--- src/rtl/sfc_pkg.sv ---
package sfc_pkg;

    typedef enum logic [1:0] {
        ST_IDLE,
        ST_LOAD,
        ST_SHIFT,
        ST_CLOSE
    } sfc_state_e;

    localparam logic [3:0] LAUNCH_SLOW = 4'h4;
    localparam logic [3:0] LAUNCH_FAST = 4'h5;
    localparam logic [2:0] CTRL_SLOT   = 3'd0;
    localparam logic [2:0] OPCODE_SLOT = 3'd1;
    localparam logic [2:0] RX_BASE     = 3'd5;

    // bytes sent for each 2-bit length code
    function automatic logic [3:0] wr_count(input logic [1:0] code);
        case (code)
            2'd0:    return 4'd1;
            2'd1:    return 4'd2;
            2'd2:    return 4'd4;
            default: return 4'd5;
        endcase
    endfunction

    // register slot feeding wire byte idx; address slots run downward
    function automatic logic [2:0] tx_slot(input logic [1:0] code, input logic [3:0] idx);
        case (idx)
            4'd0:    return OPCODE_SLOT;
            4'd1:    return (code == 2'd1) ? 3'd7 : 3'd4;
            4'd2:    return 3'd3;
            4'd3:    return 3'd2;
            default: return 3'd7;
        endcase
    endfunction

endpackage

--- src/rtl/sfc_rate_tick.sv ---
module sfc_rate_tick #(
    parameter int SLOW_HALF = 3,
    parameter int FAST_HALF = 2
) (
    input  logic clk,
    input  logic rst_n,
    input  logic en,
    input  logic fast,
    output logic tick
);
    localparam int MAX_HALF = (SLOW_HALF > FAST_HALF) ? SLOW_HALF : FAST_HALF;
    localparam int CW       = $clog2(MAX_HALF + 1);

    logic [CW-1:0] cnt;
    logic [CW-1:0] limit;

    always_comb begin
        limit = fast ? CW'(FAST_HALF - 1) : CW'(SLOW_HALF - 1);
        tick  = en && (cnt == limit);
    end

    always_ff @(posedge clk or negedge rst_n) begin
        if (!rst_n)      cnt <= '0;
        else if (!en)    cnt <= '0;
        else if (tick)   cnt <= '0;
        else             cnt <= cnt + 1'b1;
    end

endmodule

--- src/rtl/sfc_byte_shift.sv ---
module sfc_byte_shift #(
    parameter int BYTE_W = 8
) (
    input  logic              clk,
    input  logic              rst_n,
    input  logic              start,
    input  logic [BYTE_W-1:0] tx_byte,
    input  logic              tick,
    input  logic              miso,
    output logic              sck,
    output logic              mosi,
    output logic              active,
    output logic              done,
    output logic [BYTE_W-1:0] rx_byte
);
    localparam int BW = $clog2(BYTE_W);
    localparam logic [BW-1:0] LAST_BIT = BW'(BYTE_W - 1);

    logic [BYTE_W-1:0] sh;
    logic [BW-1:0]     bit_cnt;

    assign mosi = sh[BYTE_W-1];

    always_ff @(posedge clk or negedge rst_n) begin
        if (!rst_n) begin
            sh      <= '0;
            rx_byte <= '0;
            bit_cnt <= '0;
            active  <= 1'b0;
            sck     <= 1'b0;
            done    <= 1'b0;
        end else begin
            done <= 1'b0;
            if (start && !active) begin
                sh      <= tx_byte;
                bit_cnt <= '0;
                active  <= 1'b1;
                sck     <= 1'b0;
            end else if (active && tick) begin
                if (!sck) begin
                    sck     <= 1'b1;                        // rising: sample
                    rx_byte <= {rx_byte[BYTE_W-2:0], miso};
                end else begin
                    sck <= 1'b0;                            // falling: advance
                    if (bit_cnt == LAST_BIT) begin
                        active <= 1'b0;
                        done   <= 1'b1;
                    end else begin
                        bit_cnt <= bit_cnt + 1'b1;
                        sh      <= {sh[BYTE_W-2:0], 1'b0};
                    end
                end
            end
        end
    end

    // mode 0: data only moves while SCK is low
    assert_mosi_hold_R9: assert property (@(posedge clk) disable iff (!rst_n)
        (sck && $past(sck)) |-> $stable(mosi));

    assert_sck_idle_R9: assert property (@(posedge clk) disable iff (!rst_n)
        $fell(active) |-> !sck);

endmodule

--- src/rtl/sfc_cmd_engine.sv ---
module sfc_cmd_engine
    import sfc_pkg::*;
#(
    parameter int SLOW_HALF = 3,
    parameter int FAST_HALF = 2
) (
    input  logic       clk,
    input  logic       rst_n,
    input  logic       reg_we,
    input  logic [2:0] reg_addr,
    input  logic [7:0] reg_wdata,
    output logic [7:0] reg_rdata,
    output logic       spi_sck,
    output logic       spi_cs_n,
    output logic       spi_mosi,
    input  logic       spi_miso
);
    localparam int BYTE_W = 8;
    localparam int NREG   = 8;

    sfc_state_e  state_q, state_d;
    logic [BYTE_W-1:0] regs [NREG];
    logic [1:0]  wcode_q;
    logic [1:0]  rcnt_q;
    logic        fast_q;
    logic [3:0]  idx_q;

    logic        busy;
    logic        launch_ok;
    logic        go;
    logic        sh_start, sh_done, sh_active, tick;
    logic [BYTE_W-1:0] tx_byte, rx_byte;
    logic [3:0]  wr_n, total, rx_rel;
    logic        in_rx, last_byte;
    logic [2:0]  rx_slot;

    always_comb begin
        launch_ok = (reg_wdata[7:4] == LAUNCH_SLOW) || (reg_wdata[7:4] == LAUNCH_FAST);
        go        = reg_we && (reg_addr == CTRL_SLOT) && (state_q == ST_IDLE) && launch_ok;
        wr_n      = wr_count(wcode_q);
        total     = wr_n + {2'b00, rcnt_q};
        in_rx     = (idx_q >= wr_n);
        last_byte = ((idx_q + 4'd1) == total);
        rx_rel    = idx_q - wr_n;
        rx_slot   = RX_BASE + rx_rel[2:0];
        tx_byte   = in_rx ? '0 : regs[tx_slot(wcode_q, idx_q)];
    end

    // state register
    always_ff @(posedge clk or negedge rst_n) begin
        if (!rst_n) state_q <= ST_IDLE;
        else        state_q <= state_d;
    end

    // next state
    always_comb begin
        state_d = state_q;
        unique case (state_q)
            ST_IDLE:  if (go) state_d = ST_LOAD;
            ST_LOAD:  state_d = ST_SHIFT;
            ST_SHIFT: if (sh_done) state_d = last_byte ? ST_CLOSE : ST_LOAD;
            ST_CLOSE: state_d = ST_IDLE;
        endcase
    end

    // outputs of the state machine
    always_comb begin
        busy     = 1'b1;
        spi_cs_n = 1'b1;
        sh_start = 1'b0;
        unique case (state_q)
            ST_IDLE:  busy = 1'b0;
            ST_LOAD:  begin spi_cs_n = 1'b0; sh_start = 1'b1; end
            ST_SHIFT: spi_cs_n = 1'b0;
            ST_CLOSE: spi_cs_n = 1'b1;
        endcase
    end

    // register file and transaction context
    always_ff @(posedge clk or negedge rst_n) begin
        if (!rst_n) begin
            for (int i = 0; i < NREG; i++) regs[i] <= '0;
            wcode_q <= '0;
            rcnt_q  <= '0;
            fast_q  <= 1'b0;
            idx_q   <= '0;
        end else begin
            if (go) begin
                wcode_q         <= reg_wdata[1:0];
                rcnt_q          <= reg_wdata[3:2];
                fast_q          <= reg_wdata[4];
                idx_q           <= '0;
                regs[CTRL_SLOT] <= {1'b0, reg_wdata[6:0]};
            end else if (state_q == ST_IDLE && reg_we && reg_addr != CTRL_SLOT) begin
                regs[reg_addr] <= reg_wdata;
            end
            if (state_q == ST_SHIFT && sh_done) begin
                idx_q <= idx_q + 4'd1;
                if (in_rx) regs[rx_slot] <= rx_byte;
            end
        end
    end

    always_comb begin
        reg_rdata = regs[reg_addr];
        if (reg_addr == CTRL_SLOT) reg_rdata[7] = busy;
    end

    sfc_rate_tick #(
        .SLOW_HALF (SLOW_HALF),
        .FAST_HALF (FAST_HALF)
    ) u_tick (
        .clk   (clk),
        .rst_n (rst_n),
        .en    (sh_active),
        .fast  (fast_q),
        .tick  (tick)
    );

    sfc_byte_shift #(
        .BYTE_W (BYTE_W)
    ) u_shift (
        .clk     (clk),
        .rst_n   (rst_n),
        .start   (sh_start),
        .tx_byte (tx_byte),
        .tick    (tick),
        .miso    (spi_miso),
        .sck     (spi_sck),
        .mosi    (spi_mosi),
        .active  (sh_active),
        .done    (sh_done),
        .rx_byte (rx_byte)
    );

    assert_busy_after_go_R1: assert property (@(posedge clk) disable iff (!rst_n)
        go |=> busy);

    assert_sck_low_deselected_R9: assert property (@(posedge clk) disable iff (!rst_n)
        spi_cs_n |-> !spi_sck);

    assert_bad_launch_R8: assert property (@(posedge clk) disable iff (!rst_n)
        (reg_we && reg_addr == CTRL_SLOT && !busy && !launch_ok) |=> (spi_cs_n && !busy));

    assert_opcode_hold_R10: assert property (@(posedge clk) disable iff (!rst_n)
        (busy && reg_we && reg_addr == OPCODE_SLOT) |=> $stable(regs[OPCODE_SLOT]));

endmodule

--- config.mk ---
export PLATFORM = sky130hd
export DESIGN_NAME = sfc_cmd_engine
export DESIGN_NICKNAME = d
export VERILOG_FILES = /design/src/rtl/sfc_pkg.sv /design/src/rtl/sfc_rate_tick.sv /design/src/rtl/sfc_byte_shift.sv /design/src/rtl/sfc_cmd_engine.sv
export SDC_FILE = /design/constraint.sdc
export NUM_CORES = 1
export LEC_CHECK = 0
export ABC_AREA = 1
export BUFFER_PORTS_ARGS = -buffer_cell sky130_fd_sc_hd__buf_2
export CORE_MARGIN = 4
export CORE_UTILIZATION = 30
export DETAILED_ROUTE_END_ITERATION = 7
export HOLD_SLACK_MARGIN = 0.08
export PLACE_DENSITY = 0.49
export SLEW_MARGIN = 20
export SYNTH_ARGS = -nofsm -noshare
export SYNTH_HDL_FRONTEND = slang
export SYNTH_SLANG_ARGS = --single-unit
--- constraint.sdc ---
create_clock -name clk -period 5.6 [get_ports clk]
set_input_delay 1.12 -clock clk [delete_from_list [all_inputs] [get_ports clk]]
set_output_delay 1.12 -clock clk [all_outputs]
set_load 0.02 [all_outputs]
==> out/summary.md, run 1 <==
• result of the run: finished clean
• detailed router's first-iteration violation count: 603
• top library cells by usage in the layout, fill and taps aside: nand2_1, o21ai_0, inv_1, dfrtp_1, a21oi_1
• remaining antenna violation count after routing: 0
• number of buffers created by CTS: 9
• maximum count of clock buffers along a single path: 2
• synthesized area per cell: 7.363 um^2
• number of antenna violations at the first check in global routing: 0
• most frequent standard cell in the layout excluding fill and tap cells: nand2_1
• maximum vdd ir drop: 0.1690 mV
• total die area: 0.02352 mm^2
• post-synthesis instance area: 0.006340 mm^2
• clock tree from TritonCTS: yes
• Most Frequent Cell on Critical Path: buf_2
• power density of the placed cells: 504.3 mW/mm^2
• Post CTS Setup Buffer Count: 0
• global-route wire length before repair: 34.00 mm
• fin nets: 899
• count of distinct cell types in the synthesized netlist: 36
• Max Fclk: 0.2522 GHz
• IO Port Bufs: 25
• routed wire length on met3: 1.405 mm
• Crit Reg-Reg Endpoint: u_shift.sh[3]
• origin of the critical flop-to-flop path: idx_q[0]
• TritonRoute pass-1 iters: 6
• number of warning messages in the yosys log: 0
• hold-fix buffer count after cts: 0
• cells on worst reg2reg path: 12
• total grt overflow: 0
• count of max-cap constraint violations: 0
• Worst path depth: 6
• cells resized by post-CTS repair: 0
• clock sink count: 99
• met1 wire length: 10.05 mm
• wire length reported by the detailed router: 21.66 mm
• Post-Route Skew: 0.01143 ns
• Detail Placement HPWL: 14.51 mm
• Top-Level Pins: 26
• clock transition time at the flip-flop clock pins of the worst setup and hold paths: 0.07 ns
• remaining max-slew budget at the tightest pin: 43.26%
• vias in the first global route: 5573
• RSZ-0062 raised after global routing: false
• starting density of the core: 30.93%
• Lkg Pwr: 3.304 nW
• share of final-layout standard cells stronger than drive strength 1: 8.430%
• highest routed layer: met4
• Final Hold Violating Endpoints: 0
• Post-DP Area: 0.006629 mm^2
• core footprint: 0.02049 mm^2
• data required time at the worst endpoint: 4.48 ns
• CP Data Arrival Time: 2.84 ns
• Antenna diodes: 0
• post-synthesis cell count: 861
• Worst Hold Path Cells: 1
• number of setup violations in the final report: 0
• area added between synthesis and finish: 9.276%
• slowest stage delay, CP: 0.55 ns
• net count of the mapped netlist: 898
• combined buffer and inverter count along the critical path: 3
• FP Rows: 52
• worst slack on hold paths: 0.4845 ns
• maximum number of pins on one net before global-route repair: 55
• nature of the critical path endpoint: primary output
• Period Utilization, post-route: 70.80%
• routed length per instance: 19.07 um
• pin slew with the least headroom to its limit: 0.8488 ns
• Crit Path Category: primary input to primary output
• critical hold path startpoint: u_tick.cnt[0]
• Skew-Pair Late Insertion Delay: 0.36 ns
• endpoint of the most critical setup path: reg_rdata[3]
• number of design rule violations left after detail routing: 0
• die span in x: 153.4 um
• vias per std cell: 5.227
• final total negative setup slack: 0 ns
• H-tree depth: 3
• time the worst path needs with I/O delays and setup: 3.965 ns
• routability-driven placement congestion ratio: 0.8336
• Setup crit start: reg_addr[0]
• clock root cell: clkbuf_16
• flop2flop setup slack: 2.53 ns
• Final Max Slew Viols: 0
• final std cell area, no fill: 0.006928 mm^2
• maximum fanout along the worst path: 40
• type of the worst min-delay path: register to register
• vertical die dimension: 153.4 um
• post-synthesis sequential area ratio: 39.08%
• routed length on met2: 9.764 mm
• largest delay contributor family on the critical path: buffers and inverters
• Synth Register Bits: 99
• Worst Setup Start Kind: primary input
• cell with the largest stage delay on the worst path: buf_2
• count of vias placed by the detailed router: 5938
• series of cell instances along the critical path: buf_2 -> inv_2 -> a21oi_1 -> o21ai_0 -> o2111ai_1 -> buf_2
• total global routing track utilization: 18.56%
## cells by family after synthesis
logic type | synth area share, %
flip-flops | 39.08
AO/OA/AOI/OAI | 19.74
buffers and inverters | 9.414
AND/OR/NAND/NOR | 25.79
adder cells (fa/ha/maj) | 4.460
XOR/XNOR | 1.520
## per-layer routing
layer / vias up / track usage (%)
met5: - / 0
met4: 0 / 5.257
met3: 29 / 3.223
met2: 218 / 28.96
met1: 2830 / 26.55
li1: 2861 / -
## synth_stat cells, drive strengths merged
library cell | number | share of area, %
nand4 | 24 | 2.4
ha | 21 | 4.1
o31ai | 3 | 0.36
inv | 104 | 6.2
nor3 | 7 | 1.1
a22oi | 1 | 0.12
o22ai | 1 | 0.099
xor2 | 4 | 0.85
o2111ai | 8 | 1.1
xnor2 | 4 | 0.67
nor2 | 74 | 5.6
buf | 21 | 2.2
dfrtp | 99 | 39
a31oi | 1 | 0.099
a21oi | 70 | 5.5
clkbuf | 18 | 1.1
fa | 1 | 0.32
o21ai | 135 | 11
a211oi | 1 | 0.12
o211ai | 14 | 1.7
nand2 | 191 | 12
nand3 | 59 | 5.0
## how the worst min path moves through the flow
stage	end	slack, ns
floorplan	u_tick.cnt[0]	0.45
global route	u_tick.cnt[0]	0.50
CTS	u_tick.cnt[0]	0.48
global placement	u_shift.sh[0]	0.47
detailed placement	u_shift.sh[0]	0.47
finish	u_tick.cnt[0]	0.48
## final cells by class
cell class	count	area [um^2]
Clock buffer	11	242.7
Clock inverter	4	51.30
Fill cell	2235	13570
Inverter	104	390.4
Multi-Input combinational cell	619	3271
Sequential cell	99	2477
Tap cell	270	337.8
Timing Repair Buffer	29	157.7
## registers in the layout, indices dropped and copies added (netlist names)
register / cells
regs: 64
u_shift.rx_byte: 8
u_shift.sh: 8
idx_q: 4
u_shift.bit_cnt: 3
rcnt_q: 2
state_q: 2
u_tick.cnt: 2
wcode_q: 2
fast_q: 1
u_shift.active: 1
u_shift.done: 1
u_shift.sck: 1
## per-stage QoR
| step | worst slack [ns] | utilization (%) | total power [mW] | cells |
|---|---|---|---|---|
| final | 1.635 | 33.80 | 3.494 | 1136 |
| after global placement | 1.710 | 32.34 | 2.841 | 1121 |
| after detailed placement | 1.666 | 32.34 | 2.847 | 1121 |
| after CTS | 1.669 | 33.78 | 3.511 | 1136 |
| after global routing | 1.498 | 33.80 | 3.811 | 1136 |
| after floorplan | 2.325 | - | 2.417 | 861 |
## report_power, final
part	internal [mW]	switching, mW	total, mW	leakage (nW)
clock	0.357	0.294	0.651	0.142
combinational	0.553	1.02	1.57	1.98
sequential	1.02	0.244	1.27	1.18
total	1.93	1.56	3.49	3.30
(Power assumes the default switching activity.)
==> run 2: changes to the inputs <==
--- a/config.mk
+++ b/config.mk
@@ -5,7 +5,7 @@
 export SDC_FILE = /design/constraint.sdc
 export NUM_CORES = 1
 export LEC_CHECK = 0
-export ABC_AREA = 1
+export ABC_AREA = 0
 export BUFFER_PORTS_ARGS = -buffer_cell sky130_fd_sc_hd__buf_2
 export CORE_MARGIN = 4
 export CORE_UTILIZATION = 30
==> constraint.sdc (replaced) <==
create_clock -name clk -period 3.7 [get_ports clk]
set_input_delay 0.74 -clock clk [delete_from_list [all_inputs] [get_ports clk]]
set_output_delay 0.74 -clock clk [all_outputs]
set_load 0.02 [all_outputs]
==> out/summary.md, run 2 <==
• remaining max-slew budget at the tightest pin: 34.84%
• wire length reported by the detailed router: 17.86 mm
• Final Hold Violating Endpoints: 0
• combined buffer and inverter count along the critical path: 2
• starting density of the core: 30.93%
• count of vias placed by the detailed router: 4598
• die span in x: 150.6 um
• time the worst path needs with I/O delays and setup: 3.100 ns
• type of the worst min-delay path: register to register
• number of buffers created by CTS: 9
• count of max-cap constraint violations: 0
• core footprint: 0.01972 mm^2
• highest routed layer: met4
• Antenna diodes: 0
• number of synthesized flops with an enable pin: 0
• number of antenna violations at the first check in global routing: 0
• total die area: 0.02268 mm^2
• maximum number of pins on one net before global-route repair: 65
• CP Data Arrival Time: 3.30 ns
• detailed router's first-iteration violation count: 333
• IO Port Bufs: 25
• Detail Placement HPWL: 12.85 mm
• result of the run: finished clean
• vertical die dimension: 150.6 um
• slowest stage delay, CP: 0.72 ns
• fin nets: 642
• placed cells: 859
• commonest register cell after synthesis: dfrtp_1
• vias in the first global route: 4595
• clock transition time at the flip-flop clock pins of the worst setup and hold paths: 0.07 ns
• sequential cell area in the final layout: 0.002452 mm^2
• share of final-layout standard cells stronger than drive strength 1: 24.26%
• FFs w/ async S/R, synth: 100.0%
• Post-synth top cells: dfrtp_1, mux2_2, nand2_1, mux2i_1, nor2_1
• nature of the critical path endpoint: register
• Largest register FFs: 63
• cell with the largest stage delay on the worst path: or4_1
• count of distinct cell types in the synthesized netlist: 47
• most frequent standard cell in the layout excluding fill and tap cells: dfrtp_1
• Post CTS Setup Buffer Count: 0
• clock sink count: 98
• area added between synthesis and finish: 11.86%
• routed wire length on met3: 706 um
• global-route wire length before repair: 27.78 mm
• Top-Level Pins: 26
• number of design rule violations left after detail routing: 0
• post-synthesis cell count: 587
• Max Fclk: 0.3225 GHz
• FP Rows: 51
• post-route non-filler standard cell count: 875
• Period Utilization, post-route: 83.80%
• count leader, synth: dfrtp_1
• net count of the mapped netlist: 624
• total global routing track utilization: 16.39%
• cells resized by post-CTS repair: 0
• Lkg Pwr: 2.861 nW
• Most Frequent Cell on Critical Path: ha_1
• routed length per instance: 20.42 um
• Final Max Slew Viols: 0
• maximum vdd ir drop: 0.2630 mV
• area occupied by multi-input gates: 0.003403 mm^2
• final total negative setup slack: 0 ns
• largest delay contributor family on the critical path: simple AND/OR/NAND/NOR gates
• data required time at the worst endpoint: 3.90 ns
• maximum count of clock buffers along a single path: 2
• hold-fix buffer count after cts: 0
• Biggest register: regs
• TritonRoute pass-1 iters: 5
• registers with the most flip-flops: regs x63, u_shift.rx_byte x8, u_shift.sh x8
• power density of the placed cells: 710.1 mW/mm^2
• number of warning messages in the yosys log: 0
• number of fillers in the final layout: 2000
• H-tree depth: 3
• top library cells by usage in the layout, fill and taps aside: dfrtp_1, mux2_2, nand2_1, mux2i_1, nor2_1
• Crit Path Category: register to register
• routability-driven placement congestion ratio: 0.8629
• met1 wire length: 8.083 mm
• area fraction of the dominant cell type after synthesis: 40.21%
• clock root cell: clkbuf_16
• end-of-flow core utilization: 34.60%
• Skew-Pair Late Insertion Delay: 0.35 ns
• remaining antenna violation count after routing: 0
• number of setup violations in the final report: 0
• Synth Register Bits: 98
• series of cell instances along the critical path: inv_1 -> ha_1 -> ha_1 -> inv_1 -> ha_1 -> xnor3_1 -> or2_1 -> or4_1 -> nor2_1 -> a21oi_1
• Post-Route Skew: 0.01296 ns
• Worst Setup Start Kind: register
• RSZ-0062 raised after global routing: false
• total grt overflow: 0
• post-synthesis sequential area ratio: 40.21%
• pin slew with the least headroom to its limit: 0.9738 ns
• clock tree from TritonCTS: yes
• routed length on met2: 8.609 mm
• synthesized area per cell: 10.39 um^2
• post-synthesis instance area: 0.006100 mm^2
• vias per std cell: 5.255
• maximum fanout along the worst path: 16
• largest area contributor in the synthesized netlist: dfrtp_1
• cells taking the most area after synthesis: dfrtp_1, mux2_2, mux2i_1
==> run 2: changes by cell type after synthesis, moves of 17 or more <==
cell and delta:
inv_1 -80, nand3_1 -45, mux4_2 +17, nand4_1 -23, o21ai_0 -81, nand2_1 -128
a21oi_1 -44, mux2i_1 +51, mux2_2 +63
==> run 2: layout make-up <==
cell class | instances | share of cell area [%]
flip-flops and latches | 98 | 35.94
multi-input cells | 432 | 49.88
clock buffers | 11 | 3.558
repair buffers | 43 | 4.034
inverters | 21 | 1.155
well taps | 265 | 4.860
clock inverters | 5 | 0.5685
==> run 2: cells by family after synthesis <==
group | Yosys count | synth area share, %
multiplexers | 131 | 26.28
buffers and inverters | 57 | 4.000
adder cells (fa/ha/maj) | 22 | 4.636
AND/OR/NAND/NOR | 166 | 13.25
XOR/XNOR | 10 | 1.662
flip-flops | 98 | 40.21
AO/OA/AOI/OAI | 103 | 9.969
==> run 2: metrics by stage <==
step	instance area, um^2	setup WS [ns]	hold slack [ns]	total power, mW
3_5_place_dp	6541	0.6068	0.4921	3.944
6_report	6823	0.5995	0.5035	4.845
4_1_cts	6823	0.5899	0.5085	4.880
5_1_grt	6823	0.3958	0.5448	5.208
3_3_place_gp	6541	0.6283	0.4793	3.874
2_1_floorplan	6100	0.8291	0.4444	3.346
==> run 2: per-layer routing <==
metal / global-route usage (%) / up-vias
met1: 22.38 / 2301
met2: 26.35 / 117
met5: 0 / -
met4: 5.621 / 0
met3: 2.860 / 27
li1: - / 2153
==> run 2: worst reg2reg max path, stage by stage, from the launching register on <==
cell     delay, ns
dfrtp_1       0.38
inv_1         0.09
ha_1          0.28
ha_1          0.33
inv_1         0.04
ha_1          0.19
xnor3_1       0.41
or2_1         0.26
or4_1         0.72
nor2_1        0.20
a21oi_1       0.05
==> run 2: worst paths after layout <==
kind,from,to,slack [ns],cells past startpoint
max,wcode_q[1],regs[15],0.60,10
min,u_shift.sh[0],u_shift.sh[0],0.50,2
max reg2reg,wcode_q[1],regs[15],0.60,10
min reg2reg,u_shift.sh[0],u_shift.sh[0],0.50,2
max in group asynchronous,rst_n,regs[47],2.48,2
min in group asynchronous,rst_n,regs[60],0.51,1
==> run 2: power by group <==
part / internal [mW] / switching [mW]
Combinational: 0.949 / 0.955
Clock: 0.479 / 0.434
Sequential: 1.53 / 0.501
